==> src/rtl/exc_entry_pkg.sv <==
package exc_entry_pkg;

  typedef enum logic [1:0] {
    ENT_NONE = 2'd0,
    ENT_EXC  = 2'd1,
    ENT_IRQ  = 2'd2
  } ent_kind_e;

  localparam int SR_PRIV_BIT  = 30;
  localparam int SR_BANK_BIT  = 29;
  localparam int SR_BLOCK_BIT = 28;

  localparam int EXC_VEC_OFS  = 'h100;
  localparam int IRQ_VEC_OFS  = 'h600;
  localparam int FPU_EVT_CODE = 'h120;

endpackage

==> src/rtl/irq_prio_pick.sv <==
module irq_prio_pick #(
  parameter int NLVL   = 14,
  parameter int CODE_W = 12
) (
  input  logic                     nmi_req,
  input  logic [CODE_W-1:0]        nmi_code,
  input  logic [NLVL-1:0]          lvl_req,
  input  logic [NLVL*CODE_W-1:0]   lvl_code,
  output logic                     irq_hit,
  output logic [CODE_W-1:0]        irq_code
);

  logic [NLVL-1:0]   hit_c;
  logic [CODE_W-1:0] code_c [NLVL];

  // chain from level 1 upward: a higher level overrides everything below it
  assign hit_c[0]  = lvl_req[0];
  assign code_c[0] = lvl_req[0] ? lvl_code[0 +: CODE_W] : '0;

  for (genvar i = 1; i < NLVL; i++) begin : g_lvl
    assign hit_c[i]  = lvl_req[i] | hit_c[i-1];
    assign code_c[i] = lvl_req[i] ? lvl_code[i*CODE_W +: CODE_W] : code_c[i-1];
  end

  always_comb begin
    if (nmi_req) begin
      irq_hit  = 1'b1;
      irq_code = nmi_code;
    end else begin
      irq_hit  = hit_c[NLVL-1];
      irq_code = code_c[NLVL-1];
    end
  end

endmodule

==> src/rtl/entry_arbiter.sv <==
module entry_arbiter
  import exc_entry_pkg::*;
(
  input  logic      fpu_req,
  input  logic      irq_hit,
  input  logic      sr_block,
  input  logic      low_power,
  input  logic      busy,
  output ent_kind_e kind
);

  logic irq_ok;

  assign irq_ok = irq_hit & (~sr_block | low_power);

  always_comb begin
    if (busy)         kind = ENT_NONE;
    else if (fpu_req) kind = ENT_EXC;
    else if (irq_ok)  kind = ENT_IRQ;
    else              kind = ENT_NONE;
  end

endmodule

==> src/rtl/entry_state.sv <==
module entry_state
  import exc_entry_pkg::*;
#(
  parameter int XLEN   = 32,
  parameter int CODE_W = 12
) (
  input  logic              clk,
  input  logic              rst,
  input  ent_kind_e         kind,
  input  logic [XLEN-1:0]   cur_pc,
  input  logic [XLEN-1:0]   cur_sr,
  input  logic [XLEN-1:0]   cur_r15,
  input  logic [XLEN-1:0]   cur_vbr,
  input  logic [CODE_W-1:0] irq_code,
  output logic              redirect_vld,
  output logic [XLEN-1:0]   redirect_pc,
  output logic [XLEN-1:0]   sr_new,
  output logic [XLEN-1:0]   saved_pc,
  output logic [XLEN-1:0]   saved_sr,
  output logic [XLEN-1:0]   saved_r15,
  output logic [CODE_W-1:0] exc_event,
  output logic [CODE_W-1:0] int_event
);

  localparam logic [XLEN-1:0] ENTRY_SET =
      (XLEN'(1) << SR_PRIV_BIT) | (XLEN'(1) << SR_BANK_BIT) | (XLEN'(1) << SR_BLOCK_BIT);
  localparam logic [XLEN-1:0]   EXC_OFS  = XLEN'(EXC_VEC_OFS);
  localparam logic [XLEN-1:0]   IRQ_OFS  = XLEN'(IRQ_VEC_OFS);
  localparam logic [CODE_W-1:0] FPU_CODE = CODE_W'(FPU_EVT_CODE);

  logic take;
  assign take = (kind != ENT_NONE);

  always_ff @(posedge clk) begin
    if (rst) begin
      redirect_vld <= 1'b0;
      redirect_pc  <= '0;
      sr_new       <= '0;
      saved_pc     <= '0;
      saved_sr     <= '0;
      saved_r15    <= '0;
      exc_event    <= '0;
      int_event    <= '0;
    end else begin
      redirect_vld <= take;
      if (take) begin
        saved_pc  <= cur_pc;
        saved_sr  <= cur_sr;
        saved_r15 <= cur_r15;
        sr_new    <= cur_sr | ENTRY_SET;
      end
      if (kind == ENT_EXC) begin
        exc_event   <= FPU_CODE;
        redirect_pc <= cur_vbr + EXC_OFS;
      end else if (kind == ENT_IRQ) begin
        int_event   <= irq_code;
        redirect_pc <= cur_vbr + IRQ_OFS;
      end
    end
  end

endmodule

==> src/rtl/exc_entry_seq.sv <==
module exc_entry_seq
  import exc_entry_pkg::*;
#(
  parameter int XLEN   = 32,
  parameter int NLVL   = 14,
  parameter int CODE_W = 12
) (
  input  logic                   clk,
  input  logic                   rst,
  input  logic [XLEN-1:0]        cur_pc,
  input  logic [XLEN-1:0]        cur_sr,
  input  logic [XLEN-1:0]        cur_r15,
  input  logic [XLEN-1:0]        cur_vbr,
  input  logic                   fpu_req,
  input  logic                   nmi_req,
  input  logic [CODE_W-1:0]      nmi_code,
  input  logic [NLVL-1:0]        lvl_req,
  input  logic [NLVL*CODE_W-1:0] lvl_code,
  input  logic                   low_power,
  output logic                   redirect_vld,
  output logic [XLEN-1:0]        redirect_pc,
  output logic [XLEN-1:0]        sr_new,
  output logic [XLEN-1:0]        saved_pc,
  output logic [XLEN-1:0]        saved_sr,
  output logic [XLEN-1:0]        saved_r15,
  output logic [CODE_W-1:0]      exc_event,
  output logic [CODE_W-1:0]      int_event
);

  logic              irq_hit;
  logic [CODE_W-1:0] irq_code;
  ent_kind_e         kind;

  irq_prio_pick #(.NLVL(NLVL), .CODE_W(CODE_W)) u_pick (
    .nmi_req  (nmi_req),
    .nmi_code (nmi_code),
    .lvl_req  (lvl_req),
    .lvl_code (lvl_code),
    .irq_hit  (irq_hit),
    .irq_code (irq_code)
  );

  entry_arbiter u_arb (
    .fpu_req   (fpu_req),
    .irq_hit   (irq_hit),
    .sr_block  (cur_sr[SR_BLOCK_BIT]),
    .low_power (low_power),
    .busy      (redirect_vld),
    .kind      (kind)
  );

  entry_state #(.XLEN(XLEN), .CODE_W(CODE_W)) u_state (
    .clk          (clk),
    .rst          (rst),
    .kind         (kind),
    .cur_pc       (cur_pc),
    .cur_sr       (cur_sr),
    .cur_r15      (cur_r15),
    .cur_vbr      (cur_vbr),
    .irq_code     (irq_code),
    .redirect_vld (redirect_vld),
    .redirect_pc  (redirect_pc),
    .sr_new       (sr_new),
    .saved_pc     (saved_pc),
    .saved_sr     (saved_sr),
    .saved_r15    (saved_r15),
    .exc_event    (exc_event),
    .int_event    (int_event)
  );

endmodule

==> config.mk <==
export PLATFORM = sky130hd
export DESIGN_NAME = exc_entry_seq
export DESIGN_NICKNAME = d
export VERILOG_FILES = /design/src/rtl/exc_entry_pkg.sv /design/src/rtl/irq_prio_pick.sv /design/src/rtl/entry_arbiter.sv /design/src/rtl/entry_state.sv /design/src/rtl/exc_entry_seq.sv
export SDC_FILE = /design/constraint.sdc
export NUM_CORES = 1
export LEC_CHECK = 0
export BUFFER_PORTS_ARGS = -buffer_cell sky130_fd_sc_hd__buf_2
export CORE_AREA = 3 3 198 200
export CTS_BUF_LIST = sky130_fd_sc_hd__clkbuf_2 sky130_fd_sc_hd__clkbuf_4 sky130_fd_sc_hd__clkbuf_8
export CTS_CLUSTER_SIZE = 16
export DETAILED_ROUTE_END_ITERATION = 12
export DIE_AREA = 0 0 201 203
export RECOVER_POWER = 100
export SYNTH_ARGS = -nofsm -noshare
export SYNTH_HDL_FRONTEND = slang
export SYNTH_SLANG_ARGS = --single-unit
==> constraint.sdc <==
create_clock -name clk -period 6.5 [get_ports clk]
set_input_delay 1.625 -clock clk [delete_from_list [all_inputs] [get_ports clk]]
set_output_delay 1.625 -clock clk [all_outputs]
set_load 0.005 [all_outputs]
==> qor.csv <==
stage;metric;value;unit
worst_setup_path;path_delay_family;simple AND/OR/NAND/NOR gates;
synth;yosysWarningCount;0;
power_and_ir_drop;p_leak;4.719;nW
power_and_ir_drop;total_power;0.002224;W
synth;synth.distinct_cells;47;
worst_setup_path;worstSetupPathType;in -> reg;
synth;ys_ff_latch;143;
power_and_ir_drop;powerDensity;215.9;nW/um^2
timing;clock-skew-final;0.01060;ns
worst_setup_path;worst_ep_arrival_time;5.51;ns
clock_tree;path_clk_slew;0.09;ns
global_routing;grt_pass1_vias;8224;
outcome;outcome;finished with violations;
timing;finalSetupTns;0;ns
timing;relSlewSlack;-0.7716;
clock_tree;post_cts_buffers;0;
worst_setup_path;crit_chain;clkbuf_1, or2_0, nor2_1, nand2_1, o41ai_1, inv_1, ha_1, nor2_1, clkbuf_1, nand2_1, nand3_1, a21oi_1, nor2_1;
timing;rsz0062_at_grt;no;
synth;ys.flop_type;dfxtp_1;
placement;dp_hpwl;26680;um
power_and_ir_drop;p_int;0.001520;W
die;core;37580;sq um
power_and_ir_drop;power.switching;0.0007037;W
synth;synth_top_cell_area_share;0.3894;
timing;hold_viol;0;
clock_tree;clock_path_buffers;2;
worst_setup_path;critPathMaxStageDelay;0.66;ns
global_routing;grt_max_degree;77;
hold_path;hold_path_class;reg -> reg;
synth;ys_seq_area_frac;0.3894;
synth;synth.cell_area;7352;sq um
worst_setup_path;cp_max_fo;14;
clock_tree;cts_tree;yes;
synth;avgSynthCellArea;8.711;sq um
timing;worst_pin_slew;2.657;ns
die;die_x;201;um
worst_setup_path;cp_common_cell;nor2_1;
job;cap_violations;1;
synth;yosysTopAreaCell;dfxtp_1;
detailed_routing;vias;8073;
power_and_ir_drop;power_frac_clock;0.311;
placement;numPortBuffers;501;
clock_tree;htreeDepth;4;
worst_setup_path;startpoint_type;primary input;
power_and_ir_drop;peakVddDrop;0.0001537;V
clock_tree;clkSinkCount;143;
worst_setup_path;crit_slowest_cell;or2_0;
synth;synth_edf_count;0;
final_layout;fin_nets;1608;
die;ios;512;
detailed_routing;drt-initial-drc-count;377;
clock_tree;cts_root_buf;clkbuf_8;
timing;timing.final.crit_share;0.7831;
die;fp.dieH;203;um
global_routing;grt_pass1_wl;48620;um
clock_tree;numCtsBuffers;17;
detailed_routing;viasPerCell;4.475;
detailed_routing;drc;0;
die;initial_core_util;0.1957;
placement;gp_congestion;0.9562;
global_routing;grt_antenna_before_repair;6;
clock_tree;cts_resized;0;
clock_tree;insertion_delay;0.48;ns
detailed_routing;antenna_left;0;
synth;synth_cells;844;
detailed_routing;routed_wl;32980;um
detailed_routing;first_pass_iters;5;
final_layout;syn_to_final_growth;40.06;%
final_layout;final_layout_size_suffix_gt1_frac;0.3481;
worst_setup_path;cp_num_buf_inv;3;
power_and_ir_drop;pwr-share-comb;0.239;
power_and_ir_drop;power_frac_seq;0.450;
die;num_rows;71;
power_and_ir_drop;swShare;0.3165;
synth;ys_top_cells_by_area;dfxtp_1, mux2i_1, nor2_1, a221oi_1, buf_4;
timing;slew_viol_final;59;
worst_setup_path;required;6.92;ns
die;die-area;40800;sq um
synth;async_flop_share;0;
outcome;violations;max-capacitance violations, max-slew violations;
worst_setup_path;r2r_setup_slack;3.69;ns
timing;setup_viol;0;
global_routing;grtUsageTotal;0.1556;
timing;period_minus_slack;5.090;ns
worst_setup_path;cp-end-kind;flip-flop;
global_routing;overflow;0;
detailed_routing;wl_per_cell;18.28;um
clock_tree;cts_hold_buf;0;
timing;max_freq;196.5;MHz
## layout by cell type, fill, tap and decap left out, types with 26 or more instances in the layout
| cell type | instances |
|---|---|
| a21oi_1 | 30 |
| nand3_1 | 26 |
| dfxtp_1 | 143 |
| buf_2 | 402 |
| nor2_1 | 144 |
| nand2_1 | 33 |
| a221oi_1 | 44 |
| a211oi_1 | 26 |
| clkbuf_1 | 97 |
| mux2i_1 | 106 |
## registers in the layout, indices dropped and copies added, names as in the netlist
name and flops:
u_state.redirect_pc 32, u_state.saved_pc 32, u_state.redirect_vld 1, u_state.int_event 12, u_state.exc_event 1, u_state.sr_new 1, u_state.saved_sr 32, u_state.saved_r15 32
## per-stage QoR
step	hold WS, ns	util	cells	instance area, sq um	worst slack [ns]
final	0.4878	0.2740	1804	10300	1.410
after detailed placement	0.4684	0.2674	1768	10050	1.582
after global placement	0.4508	0.2674	1768	10050	1.734
after floorplan	0.4671	-	853	7386	2.314
after global routing	0.5219	0.2740	1803	10290	1.070
after CTS	0.4899	0.2771	1798	10410	2.137
## synthesized netlist by cell type (18+ instances only)
cell type,n
o21ai_0,18
nand3_1,26
dfxtp_1,143
nand2_1,33
o221ai_1,19
nor2_1,144
a211oi_1,26
mux2i_1,106
clkbuf_1,49
a221oi_1,44
a21oi_1,30
buf_4,42
nor2b_1,25
inv_1,21
## power groups by stage
stage | combinational [W] | sequential [W] | clock [W]
5_1_grt | 0.000585 | 0.00101 | 0.000760
4_1_cts | 0.000552 | 0.00100 | 0.000727
2_1_floorplan | 0.000281 | 0.00102 | 0
3_3_place_gp | 0.000545 | 0.00102 | 0
6_report | 0.000531 | 0.00100 | 0.000692
3_5_place_dp | 0.000551 | 0.00102 | 0
## final cells by class
type	instances	area (sq um)
clock buffers	21	276.5
flip-flops and latches	143	2863
diodes	6	15.01
well taps	511	639.4
clock inverters	9	88.84
inverters	21	78.83
multi-input cells	587	3906
repair buffers	506	2430
fillers	4184	27280
## cells by family after synthesis
family,count (synthesis),synth area share
flops,143,0.3894
buf+inv,123,0.08560
compound gates,165,0.1666
other cells,1,0.0005101
fa+ha+maj,5,0.008509
xor+xnor,22,0.02621
mux,107,0.1474
simple gates,278,0.1758
## final timing paths
kind / start / endpoint / depth (start not counted)
worst max-delay path: lvl_req[9] / u_state.int_event[0]$_SDFFE_PP0P_ / 13
worst min-delay path: u_state.int_event[9]$_SDFFE_PP0P_ / u_state.int_event[9]$_SDFFE_PP0P_ / 2
worst min register to register: u_state.int_event[9]$_SDFFE_PP0P_ / u_state.int_event[9]$_SDFFE_PP0P_ / 2
worst max register to register: u_state.redirect_vld$_SDFF_PP0_ / u_state.int_event[0]$_SDFFE_PP0P_ / 9
## worst register-to-register path: stages, from the launching register on
cell and delay (ns):
dfxtp_1 0.45, nor2b_4 0.35, inv_1 0.29, ha_1 0.30, nor2_1 0.10, clkbuf_1 0.61
nand2_1 0.18, nand3_1 0.21, a21oi_1 0.14, nor2_1 0.15
## metal layers
layer	global-route usage	vias up	part of all wire
li1	-	3846	-
met1	0.1629	3741	0.37
met2	0.2758	412	0.50
met3	0.04890	74	0.078
met4	0.08934	0	0.048
met5	0	-	0
Note: power is estimated with default switching activity, not from simulation.
